$ cat config.mk
export PLATFORM = sky130hd
export DESIGN_NAME = rowseq_top
export DESIGN_NICKNAME = d
export VERILOG_FILES = /design/src/rtl/rowseq_pkg.sv /design/src/rtl/rowseq_phase_timer.sv /design/src/rtl/rowseq_row_ptr.sv /design/src/rtl/rowseq_wl_drv.sv /design/src/rtl/rowseq_top.sv
export SDC_FILE = /design/constraint.sdc
export NUM_CORES = 1
export LEC_CHECK = 0
export BUFFER_PORTS_ARGS = -buffer_cell sky130_fd_sc_hd__clkbuf_2
export CORE_AREA = 2 2 75 77
export DETAILED_ROUTE_END_ITERATION = 7
export DIE_AREA = 0 0 77 79
export HOLD_SLACK_MARGIN = 0.15
export PLACE_DENSITY_LB_ADDON = 0.15
export SYNTH_ARGS = -nofsm -noshare
export SYNTH_HDL_FRONTEND = slang
export SYNTH_SLANG_ARGS = --single-unit
$ cat constraint.sdc
create_clock -name clk -period 4.59 [get_ports clk]
set_clock_uncertainty 0.15 [all_clocks]
set_input_delay 0.6885 -clock clk [delete_from_list [all_inputs] [get_ports clk]]
set_output_delay 0.6885 -clock clk [all_outputs]
set_load 0.05 [all_outputs]
$ cat src/rtl/rowseq_pkg.sv
// Package rowseq_pkg
// Holds the phase encoding shared by the sequencer modules.
// Assumes nothing beyond a single clock domain.
package rowseq_pkg;

    typedef enum logic [1:0] {
        PH_IDLE = 2'd0,
        PH_EQ   = 2'd1,
        PH_ACC  = 2'd2,
        PH_SNS  = 2'd3
    } phase_t;

endpackage

$ cat src/rtl/rowseq_phase_timer.sv
// Module rowseq_phase_timer
// Down-counter that times the current phase. A load gives the length of
// the phase that starts next cycle. A length of 0 is treated as 1.
// Assumes load is pulsed only in the cycle before a new phase begins.
module rowseq_phase_timer #(
    parameter int LEN_W = 4
) (
    input  logic             clk,
    input  logic             rst_n,
    input  logic             load,
    input  logic [LEN_W-1:0] len,
    output logic             last
);

    logic [LEN_W-1:0] cnt_q;

    // Counter: reload on a phase change, otherwise count down to zero
    always_ff @(posedge clk) begin
        if (!rst_n) begin
            cnt_q <= '0;
        end else if (load) begin
            cnt_q <= (len == '0) ? '0 : len - LEN_W'(1);
        end else if (cnt_q != '0) begin
            cnt_q <= cnt_q - LEN_W'(1);
        end
    end

    // Final cycle of the running phase
    always_comb begin
        last = (cnt_q == '0);
    end

endmodule

$ cat src/rtl/rowseq_row_ptr.sv
// Module rowseq_row_ptr
// One-hot row pointer with a matching binary index. A clear returns it to
// row 0 and an advance moves it one row toward the bottom.
// Assumes the controller never advances past the last row in use.
module rowseq_row_ptr #(
    parameter int ROWS  = 8,
    parameter int ROW_W = $clog2(ROWS)
) (
    input  logic             clk,
    input  logic             rst_n,
    input  logic             clear,
    input  logic             advance,
    output logic [ROWS-1:0]  row_oh,
    output logic [ROW_W-1:0] row_idx
);

    logic [ROWS-1:0]  oh_q;
    logic [ROW_W-1:0] idx_q;

    // Pointer update: clear to the top row, or step down one row
    always_ff @(posedge clk) begin
        if (!rst_n || clear) begin
            oh_q  <= ROWS'(1);
            idx_q <= '0;
        end else if (advance) begin
            oh_q  <= {oh_q[ROWS-2:0], oh_q[ROWS-1]};
            idx_q <= idx_q + ROW_W'(1);
        end
    end

    // Drive the outputs
    always_comb begin
        row_oh  = oh_q;
        row_idx = idx_q;
    end

    AST_PTR_ONEHOT: assert property (@(posedge clk) disable iff (!rst_n)
        $onehot(oh_q)) else $error("pointer not one-hot");
    AST_PTR_STEP: assert property (@(posedge clk) disable iff (!rst_n)
        (advance && !clear) |=> (idx_q == $past(idx_q) + ROW_W'(1))) else $error("pointer step wrong");

endmodule

$ cat src/rtl/rowseq_wl_drv.sv
// Module rowseq_wl_drv
// Splits each row select into a true or complement wordline based on that
// row's data bit, and drives the row's plate line alongside either one.
// Assumes row_oh is one-hot and that active marks the access and sense phases.
module rowseq_wl_drv #(
    parameter int ROWS = 8
) (
    input  logic            active,
    input  logic [ROWS-1:0] row_oh,
    input  logic [ROWS-1:0] din,
    output logic [ROWS-1:0] wl_true,
    output logic [ROWS-1:0] wl_comp,
    output logic [ROWS-1:0] pl_en
);

    for (genvar g = 0; g < ROWS; g++) begin : g_row
        // Per-row select split by the input bit
        always_comb begin
            pl_en[g]   = active & row_oh[g];
            wl_true[g] = active & row_oh[g] &  din[g];
            wl_comp[g] = active & row_oh[g] & ~din[g];
        end
    end

endmodule

$ cat src/rtl/rowseq_top.sv
// Module rowseq_top
// Row-serial sequencer for a compute-in-memory array. For each row in turn
// it runs equalize, then access (wordline plus plate line), then sense,
// each phase for a set number of cycles. It strobes a result at the end of
// every sense phase and flags done after the last row.
// Assumes ROWS >= 2. Settings are captured when a start is accepted.
module rowseq_top #(
    parameter int ROWS  = 8,
    parameter int LEN_W = 4,
    localparam int ROW_W = $clog2(ROWS),
    localparam int CNT_W = $clog2(ROWS + 1)
) (
    input  logic             clk,
    input  logic             rst_n,
    input  logic             start,
    input  logic [ROWS-1:0]  din_vec,
    input  logic [CNT_W-1:0] row_count,
    input  logic [LEN_W-1:0] eq_len,
    input  logic [LEN_W-1:0] acc_len,
    input  logic [LEN_W-1:0] sns_len,
    output logic [ROWS-1:0]  wl_true,
    output logic [ROWS-1:0]  wl_comp,
    output logic [ROWS-1:0]  pl_en,
    output logic             eq,
    output logic             sap,
    output logic             sap_n,
    output logic             res_valid,
    output logic [ROW_W-1:0] res_row,
    output logic             busy,
    output logic             done
);
    import rowseq_pkg::*;

    phase_t           ph_q, ph_d;
    logic [ROWS-1:0]  din_q;
    logic [ROW_W-1:0] last_row_q;
    logic [LEN_W-1:0] eq_len_q, acc_len_q, sns_len_q;
    logic             done_q;
    logic             accept;
    logic             t_load, t_last;
    logic [LEN_W-1:0] t_len;
    logic             ptr_adv;
    logic             row_end, pass_end;
    logic [ROWS-1:0]  row_oh;
    logic [ROW_W-1:0] row_idx;
    logic [ROW_W-1:0] last_row_d;

    // Start acceptance: only while idle
    always_comb begin
        accept = (ph_q == PH_IDLE) && start;
    end

    // Clamp the requested row count to the array size
    always_comb begin
        if (row_count == '0 || row_count > CNT_W'(ROWS)) begin
            last_row_d = ROW_W'(ROWS - 1);
        end else begin
            last_row_d = ROW_W'(row_count - CNT_W'(1));
        end
    end

    // Capture pass settings when a start is accepted
    always_ff @(posedge clk) begin
        if (!rst_n) begin
            din_q      <= '0;
            last_row_q <= '0;
            eq_len_q   <= '0;
            acc_len_q  <= '0;
            sns_len_q  <= '0;
        end else if (accept) begin
            din_q      <= din_vec;
            last_row_q <= last_row_d;
            eq_len_q   <= eq_len;
            acc_len_q  <= acc_len;
            sns_len_q  <= sns_len;
        end
    end

    // End-of-row and end-of-pass conditions
    always_comb begin
        row_end  = (ph_q == PH_SNS) && t_last;
        pass_end = row_end && (row_idx == last_row_q);
    end

    // Phase sequencing and timer load selection
    always_comb begin
        ph_d    = ph_q;
        t_load  = 1'b0;
        t_len   = eq_len_q;
        ptr_adv = 1'b0;
        unique case (ph_q)
            PH_IDLE: begin
                if (start) begin
                    ph_d   = PH_EQ;
                    t_load = 1'b1;
                    t_len  = eq_len;
                end
            end
            PH_EQ: begin
                if (t_last) begin
                    ph_d   = PH_ACC;
                    t_load = 1'b1;
                    t_len  = acc_len_q;
                end
            end
            PH_ACC: begin
                if (t_last) begin
                    ph_d   = PH_SNS;
                    t_load = 1'b1;
                    t_len  = sns_len_q;
                end
            end
            PH_SNS: begin
                if (pass_end) begin
                    ph_d = PH_IDLE;
                end else if (t_last) begin
                    ph_d    = PH_EQ;
                    t_load  = 1'b1;
                    t_len   = eq_len_q;
                    ptr_adv = 1'b1;
                end
            end
            default: ph_d = PH_IDLE;
        endcase
    end

    // Phase register
    always_ff @(posedge clk) begin
        if (!rst_n) begin
            ph_q <= PH_IDLE;
        end else begin
            ph_q <= ph_d;
        end
    end

    // Done flag: set at pass end, cleared by the next accepted start
    always_ff @(posedge clk) begin
        if (!rst_n) begin
            done_q <= 1'b0;
        end else if (accept) begin
            done_q <= 1'b0;
        end else if (pass_end) begin
            done_q <= 1'b1;
        end
    end

    rowseq_phase_timer #(
        .LEN_W (LEN_W)
    ) u_timer (
        .clk   (clk),
        .rst_n (rst_n),
        .load  (t_load),
        .len   (t_len),
        .last  (t_last)
    );

    rowseq_row_ptr #(
        .ROWS  (ROWS),
        .ROW_W (ROW_W)
    ) u_ptr (
        .clk     (clk),
        .rst_n   (rst_n),
        .clear   (accept),
        .advance (ptr_adv),
        .row_oh  (row_oh),
        .row_idx (row_idx)
    );

    rowseq_wl_drv #(
        .ROWS (ROWS)
    ) u_wl (
        .active  ((ph_q == PH_ACC) || (ph_q == PH_SNS)),
        .row_oh  (row_oh),
        .din     (din_q),
        .wl_true (wl_true),
        .wl_comp (wl_comp),
        .pl_en   (pl_en)
    );

    // Phase-decoded control outputs
    always_comb begin
        eq        = (ph_q == PH_EQ);
        sap       = (ph_q == PH_SNS);
        sap_n     = ~sap;
        res_valid = row_end;
        res_row   = row_idx;
        busy      = (ph_q != PH_IDLE);
        done      = done_q;
    end

    AST_EQ_ALONE: assert property (@(posedge clk) disable iff (!rst_n)
        eq |-> ((wl_true | wl_comp | pl_en) == '0) && !sap) else $error("eq overlaps access");
    AST_ACCESS_AFTER_EQ: assert property (@(posedge clk) disable iff (!rst_n)
        $rose(|pl_en) |-> $past(eq)) else $error("access without equalize");
    AST_SENSE_AFTER_ACCESS: assert property (@(posedge clk) disable iff (!rst_n)
        $rose(sap) |-> $past(|pl_en)) else $error("sense without access");
    AST_WL_ONEHOT: assert property (@(posedge clk) disable iff (!rst_n)
        $onehot0(wl_true | wl_comp) && ((wl_true & wl_comp) == '0)) else $error("wordline not one-hot");
    AST_VALID_IN_SENSE: assert property (@(posedge clk) disable iff (!rst_n)
        res_valid |-> (sap && busy)) else $error("strobe outside sense");
    AST_VALID_SINGLE: assert property (@(posedge clk) disable iff (!rst_n)
        res_valid |=> !res_valid) else $error("strobe longer than one cycle");
    AST_DONE_IDLE: assert property (@(posedge clk) disable iff (!rst_n)
        done |-> !busy) else $error("done while busy");
    AST_DONE_AFTER_LAST: assert property (@(posedge clk) disable iff (!rst_n)
        $rose(done) |-> $past(res_valid)) else $error("done without final strobe");

endmodule

Word-level counts from Yosys, hierarchy flattened. Cells that the tools add are included.

Word-level logic and storage cells: 93. Register bits after elaboration: 41. Bits of input ports: 27. Output and inout port bits: 33.

Reduce and logical (&&, ||, !) cells: 17. $add $sub $neg: 4. Mux-type cells: 19. Eq/ne operators: 8. Magnitude comparators: 1. Bitwise gates (word level): 34.

Operators with widths (number): $and 1x1->1 (24); $mux 4 (6); $pmux 4 s4 (1); $logic_not 4->1 (3); $mux 2 (5); $not 1->1 (10); $pmux 2 s4 (1); $sub 4x1->4 const B (2); $eq 2x2->1 const B (2); $gt 4x4->1 const B (1); $mux 1 (4); $ne 2x2->1 const B (2); $reduce_and 4->1 (1); $reduce_bool 2->1 (2); $reduce_bool 4->1 (1); $reduce_or 2->1 (2); $add 3x1->3 const B (1); $eq 3x3->1 (1); $logic_and 1x1->1 (3); $logic_or 1x1->1 (3); $mux 3 (1); $ne 3x1->1 const B (1); $pmux 1 s3 (1); $sub 3x1->3 const B (1); 4 further kinds (4).

Depth between registers and ports, before layout. Gate-level depths: netlist of run 1.

Depth after elaboration: 6. Gate-level depth with buffers: 9. Gate-level depth less buffers: 8.

Hierarchy. A second synthesis of run 1 with hierarchy kept.

Cell total of the unflattened synthesis: 263. Area, all modules: 2270.9 um2.

Modules (own cells, without submodules): rowseq_top (sequential area each 520.5 um2, area each 1388.8 um2, instances 1, cells each 165); rowseq_row_ptr (sequential area each 220.2 um2, area each 415.4 um2, instances 1, cells each 38); rowseq_phase_timer (sequential area each 80.1 um2, area each 281.5 um2, instances 1, cells each 34); rowseq_wl_drv (sequential area each 0.0 um2, area each 185.2 um2, instances 1, cells each 26).

Worst setup path before layout of run 1. Ideal clock, no wire load.

Path type: register -> output. Start point: register ph_q[0]. End point: output port wl_comp[1]. Required time: 3752 ps. Cell stages (with the launch flop): 7. Arrival time: 2784 ps. Buffers on the path: 2. Setup slack: 967 ps. Cells stage by stage: dfxtp_1 -> ha_1 -> or2_2 -> clkbuf_1 -> clkbuf_1 -> and2_1 -> nor2b_1.

Longest elaborated chain between the ends: 4. Elaborated cells between the ends (all ways): 5. Classes of those cells: eq/ne: 2; bitwise: 2; reduce/logical: 1.

RTL lines: start, declared (line rowseq_top.sv:34) `phase_t ph_q, ph_d;`; start signal, assigned (line rowseq_top.sv:132) `ph_q <= ph_d;`; $eq 2x2->1; net sap (line rowseq_top.sv:25) `output logic sap,`; $logic_or 1x1->1 (line rowseq_top.sv:172) `.active ((ph_q == PH_ACC) || (ph_q == PH_SNS)),`; $and 1x1->1 (line rowseq_wl_drv.sv:21) `wl_comp[g] = active & row_oh[g] & ~din[g];`; net pl_en[1] (line rowseq_top.sv:23) `output logic [ROWS-1:0] pl_en,`; $and 1x1->1 (line rowseq_wl_drv.sv:21); end, declared (line rowseq_top.sv:22) `output logic [ROWS-1:0] wl_comp,`.

The timed path passes the listed nets, and every way through them passes these cells.

Worst setup path after layout of run 1.
Start point: register ph_q[0]. End point: output port wl_comp[1].

Longest elaborated chain between the ends: 4. Elaborated cells between the ends (all ways): 5. Classes of those cells: eq/ne: 2; bitwise: 2; reduce/logical: 1.

RTL lines (line): $eq 2x2->1 (rowseq_top.sv:172); $logic_or 1x1->1 * (rowseq_top.sv:172); $and 1x1->1 * (2 in series) (rowseq_wl_drv.sv:21).

Mark *: on every way between the ends. The rest lies on a longest branch, timed or not.

==> summary.txt, run 1 <==
Status
  • Result of the run: completed

Power and ir drop
  • Leakage: 0.00122 uW
  • Pwr Density: between 500 and 600 nW/um^2
  • Peak VDD IR: 0.217 mV

Placement
  • Port Buffers: 59
  • Cell count after placement: around 390
  • RePlAce Congestion: roughly 0.8
  • Post-DP HPWL: between 3 and 4 mm

Global route
  • Initial antenna violation count: 0
  • Vias in the first global route: approximately 1900
  • Total GRT Usage: a little under a fifth
  • Residual overflow from global routing: 0
  • Largest net degree at the start of global routing: 32
  • Global-route wire length before repair: ~9 mm

Clocking
  • Clock Path Buffers: 2
  • Clk slew on worst S/H paths: around 80 ps
  • Clock root cell: clkbuf_8
  • Number of H-tree levels: 2
  • CTS Sinks: 41
  • Cts hold-fix bufs: 0
  • Total CTS buffers: 5
  • Setup bufs post-CTS: 0
  • Post-CTS Resized: 0
  • CTS tree: done
  • Skew-Pair Late Insertion Delay: between 200 and 300 ps

Setup path
  • CP max FO: 17
  • Worst path cell trace: inv_1 > ha_1 > or2_2 > and2_1 > nor2b_1 > clkbuf_2
  • Crit Path Category: flop to output pin
  • Crit-path max cell delay: between 400 and 500 ps
  • Worst Path Buf+Inv: 2
  • Crit path DAT: just over 2000 ps
  • WP data required: 3750 ps
  • Startpoint Class: flop
  • CP max stage cell: or2_2
  • Endpoint class of the critical path: output pin
  • Crit path max-delay family: simple AND/OR/NAND/NOR gates

STA
  • Worst-margin pin slew: between 900 and 1000 ps
  • Final period util: roughly 63%
  • Fmax: approximately 340 MHz
  • Relative slew margins: around 37%
  • Final Critical Period: around 2900 ps
  • TNS Setup: 0 ps
  • Final slew viol count: 0
  • Final hold vios: 0
  • Final setup viols: 0
  • RSZ-0062 raised after global routing: false

Route
  • Avg WL per Cell: between 10 and 15 um
  • Vias: approximately 1900
  • Detail Route met2 WL: between 2 and 2.5 mm
  • Routed vias/inst: ~5
  • Residual DRC: 0
  • Final WL: about 5.2 mm
  • Initial drt markers: around 70
  • Met1 wire length: roughly 2.5 mm
  • Wire length on met3: a little over 200 um
  • DR pass1 iterations: 8
  • Highest metal used: met4
  • Detail Route Antenna Nets: 0

Synth
  • Sequential fraction of the synthesis area: between 30% and 40%
  • Cells after synthesis: between 200 and 300
  • Synth top area cells: dfxtp_1, nand2_1, mux2i_1, a21boi_0, ha_1
  • Async SR Flop Fraction: 0%
  • EDFF count, synth: 0
  • Ys Warns: 0
  • Synth Area per Inst: 8.44 um^2
  • Post-synthesis register bit count: 41
  • Post-synth top area share: 35.9%
  • Post-Syn Nets: 307
  • Netlist cell types: 40
  • Largest area contributor in the synthesized netlist: dfxtp_1
  • Main synth FF type: dfxtp_1
  • Synth cell count leaders: nand2_1, dfxtp_1, a21boi_0
  • Cell Area, Synth: ~2300 um^2
  • Top-count cell post-synth: nand2_1

Die
  • Die Y: just under 80 um
  • CORE AREA: 5340 um^2
  • Die Span X: ~77 um
  • Die area: 6080 um^2
  • Row count: 27
  • Ports: 60
  • Starting Density: 42.9%

Flow run
  • Max-Cap Viols: 0

Final layout
  • Layout area overhead: 17.4%
  • Finished Layout Cells: about 390
  • Ant diodes: 0
  • Net count, final: 358
  • Layout cells sized above 1: between 20% and 30%

Worst hold path
  • Hold crit path type: flop to flop
[through the flow]
step           power [uW]  setup WS [ps]  util [%]  hold WS, ps  cell area, um^2
6_report             1490           1680      50.4          320             2690
5_1_grt              1610           1550      50.4          349             2690
4_1_cts              1500           1670      50.4          326             2690
3_5_place_dp         1220           2000      48.4          313             2580
3_3_place_gp         1210           2020      48.4          304             2580
2_1_floorplan        1090            967         -          289             2290
[per-layer routing]
layer | vias up | GRT usage, %
li1 | 1026 | -
met1 | 877 | 23.7
met2 | 35 | 30.9
met3 | 2 | 3.98
met4 | 0 | 3.75
met5 | - | 0
[tightest hold or removal path, stage by stage (launching register included)]
cell and delay [ps]:
dfxtp_1 310, nand2_1 50, a21boi_0 60
[worst paths after layout]
path / startpoint / end / slack, ps / cells after the start
max: ph_q[0] / wl_comp[1] / 1680 / 6
max reg2reg: u_timer.cnt_q[0] / u_ptr.row_oh[0] / 2010 / 7
min reg2reg: acc_len_q[3] / acc_len_q[3] / 320 / 2
min: acc_len_q[3] / acc_len_q[3] / 320 / 2
[layout make-up]
cell class                 count  area [um^2]
tap                           72         90.1
clock inverter                 2         35.0
sequential                    41          821
timing repair buffer          59          295
inverter                      13         48.8
clock buffer                   5         68.8
fill                         568         2650
multi-input combinational    202         1330
[registers in the layout, indices dropped and copies added, names as in the netlist]
signal / flops
acc_len_q: 4
din_q: 8
u_ptr.row_oh: 8
u_ptr.row_idx: 3
last_row_q: 3
u_timer.cnt_q: 4
sns_len_q: 4
ph_q: 2
done: 1
eq_len_q: 4
[placed cells by master (no fill, tap or decap), types with 2 or more instances in the layout]
cell type	n
a31oi_1	6
a32o_1	2
and3_1	9
mux2i_1	16
inv_1	13
nand4_1	2
nor2_1	14
clkbuf_8	5
clkbuf_2	59
ha_1	9
a21boi_0	20
o21ai_0	13
dfxtp_1	41
and2_1	10
mux2_2	2
mux2_4	2
xnor2_1	6
nor2b_1	11
nand3_1	2
nor3_1	2
a21oi_1	10
a21o_1	2
nand2_1	47
and3_2	3
[power breakdown]
group / internal (uW) / switching [uW] / total (uW)
sequential: 421 / 55.2 / 476
clock: 158 / 121 / 279
combinational: 262 / 469 / 731
total: 841 / 644 / 1490
[kinds of logic after synthesis]
| family | synth area share [%] |
|---|---|
| adder cells (fa/ha/maj) | 4.92 |
| XOR/XNOR | 2.68 |
| AO/OA/AOI/OAI | 18.1 |
| flip-flops | 35.9 |
| buffers and inverters | 6.07 |
| AND/OR/NAND/NOR | 23.1 |
| multiplexers | 9.29 |
Note: power is estimated with default switching activity, not from simulation.
==> run 2: changes to the inputs <==
==> constraint.sdc (replaced) <==
create_clock -name clk -period 2.4 [get_ports clk]
set_clock_uncertainty 0.15 [all_clocks]
set_input_delay 0.36 -clock clk [delete_from_list [all_inputs] [get_ports clk]]
set_output_delay 0.36 -clock clk [all_outputs]
set_load 0.05 [all_outputs]
==> summary.txt, run 2 (synthesis gave the netlist of run 1 again) <==
Final layout
  • Area of the multi-input gates: between 1000 and 1500 um^2
  • Ant diodes: 0
  • Most common cell after layout, fill and taps aside: clkbuf_2
  • Design area: ~2900 um^2
  • Most frequent cells in the layout: clkbuf_2, nand2_1, dfxtp_1
  • FILL cells: about 530
  • Net count, final: around 370
  • Layout cells sized above 1: between 30% and 40%
  • Storage cell area: slightly above 800 um^2
  • Layout area overhead: 26.2%
  • Final core occ: between 50% and 60%

Global route
  • Global-route wire length before repair: ~8.8 mm
  • Largest net degree at the start of global routing: 32
  • Total GRT Usage: between 10% and 20%
  • Residual overflow from global routing: 0
  • Initial antenna violation count: 0
  • Vias in the first global route: 1824

Power and ir drop
  • Peak VDD IR: approximately 0.54 mV
  • Pwr Density: between 1000 and 1500 nW/um^2
  • Leakage: ~0.0013 uW

Setup path
  • Critical path origin: ph_q[0]
  • Crit path DAT: about 1800 ps
  • Worst R2R Start: u_timer.cnt_q[0]
  • Startpoint Class: flop
  • Endpoint class of the critical path: output pin
  • CP max FO: 17
  • Crit Path Category: flop to output pin
  • WP data required: approximately 1900 ps
  • R2R depth: 9

STA
  • Relative slew margins: 62.9%
  • Final slew viol count: 0
  • Final hold vios: 0
  • Final Critical Period: about 2300 ps
  • Final setup viols: 0
  • RSZ-0062 raised after global routing: false
  • Final period util: a little over nine tenths
  • Worst-margin pin slew: 556 ps
  • Fmax: 434 MHz

Placement
  • RePlAce Congestion: around 0.8
  • Post-DP Area: ~2700 um^2
  • Post-DP HPWL: ~4.1 mm
  • Port Buffers: 59

Clocking
  • CTS Sinks: 41
  • Clock Path Buffers: 2
  • Clock root cell: clkbuf_8
  • Clk slew on worst S/H paths: roughly 80 ps
  • Number of H-tree levels: 2
  • Total CTS buffers: 5
  • Skew-Pair Late Insertion Delay: approximately 280 ps
  • CTS tree: done

Die
  • Die Span X: roughly 77 um
  • Die area: 6080 um^2
  • CORE AREA: between 5000 and 6000 um^2
  • Ports: 60
  • Starting Density: 42.9%
  • Row count: 27
  • Die Y: between 70 and 80 um

Route
  • Initial drt markers: between 100 and 150
  • Detail Route Antenna Nets: 0
  • Final WL: 5.34 mm
  • Avg WL per Cell: around 13 um
  • Vias: about 2000
  • DR pass1 iterations: 4
  • Routed vias/inst: 4.94
  • Residual DRC: 0

Worst hold path
  • Worst hold path startpoint: din_vec[2]
  • Hold Path Stages: 3
  • Hold crit path type: input pin to flop

Flow run
  • Max-Cap Viols: 0

Status
  • Result of the run: completed
[run 2: changes by cell type in the layout (fill, tap and decap cells not counted), moves of 3 or more]
cell	previous run	this run
buf_4	0	7
dlygate4sd3_1	0	3
clkbuf_2	59	55
nor2b_1	11	3
clkbuf_4	0	3
nor2b_4	0	8
[run 2: where the power goes]
group / switching [uW] / leakage [uW] / internal, uW
sequential: 122 / 0.000336 / 809
clock: 223 / 0.0000540 / 302
combinational: 945 / 0.000888 / 612
total: 1290 / 0.00128 / 1720
[run 2: layout make-up]
type / count / area share (%)
clock inverter: 2 / 1.21
timing repair buffer: 70 / 14.0
sequential: 41 / 28.5
multi-input combinational: 202 / 49.0
tap: 72 / 3.12
clock buffer: 5 / 2.38
inverter: 13 / 1.69
[run 2: worst paths after layout]
| path | end | slack [ps] |
|---|---|---|
| setup / recovery | wl_comp[6] | 90 |
| hold / removal | din_q[2] | 150 |
| setup reg to reg | u_timer.cnt_q[0] | 160 |
| hold reg to reg | acc_len_q[2] | 320 |
[run 2: worst max-delay path, cell delays in order (launching register included)]
cell,delay [ps]
dfxtp_4,380
inv_1,80
ha_1,220
or2_4,300
and2_1,190
nor2b_4,120
clkbuf_2,230
[run 2: per-stage QoR]
| step | total power (uW) | TNS [ps] | cells | worst slack, ps | hold slack [ps] |
|---|---|---|---|---|---|
| global route | 3240 | 0 | 405 | 11.0 | 159 |
| floorplan | 2120 | -56.9 | 271 | -28.5 | 289 |
| finish | 3010 | 0 | 405 | 94.0 | 154 |
| CTS | 3010 | 0 | 403 | 36.0 | 150 |
| global placement | 2440 | 0 | 393 | 125 | 306 |
| detailed placement | 2440 | 0 | 393 | 68.2 | 310 |
[run 2: repair_timing]
item / 4_1_cts / 5_1_grt
endpoints found under the hold margin: 3 / 0
setup buffers: 0 / 2
hold buffers: 3 / 0
resized for setup: 4 / 6
endpoints found under the setup margin: 25 / 12
pin swaps: 0 / 0
[run 2: layer usage]
| metal | track usage [%] | vias to the layer above | part of all wire, % |
|---|---|---|---|
| li1 | - | 1049 | - |
| met1 | 24.0 | 912 | 48 |
| met2 | 30.1 | 39 | 48 |
| met3 | 3.30 | 2 | 3.5 |
| met4 | 3.75 | 0 | 0.41 |
| met5 | 0 | - | 0 |
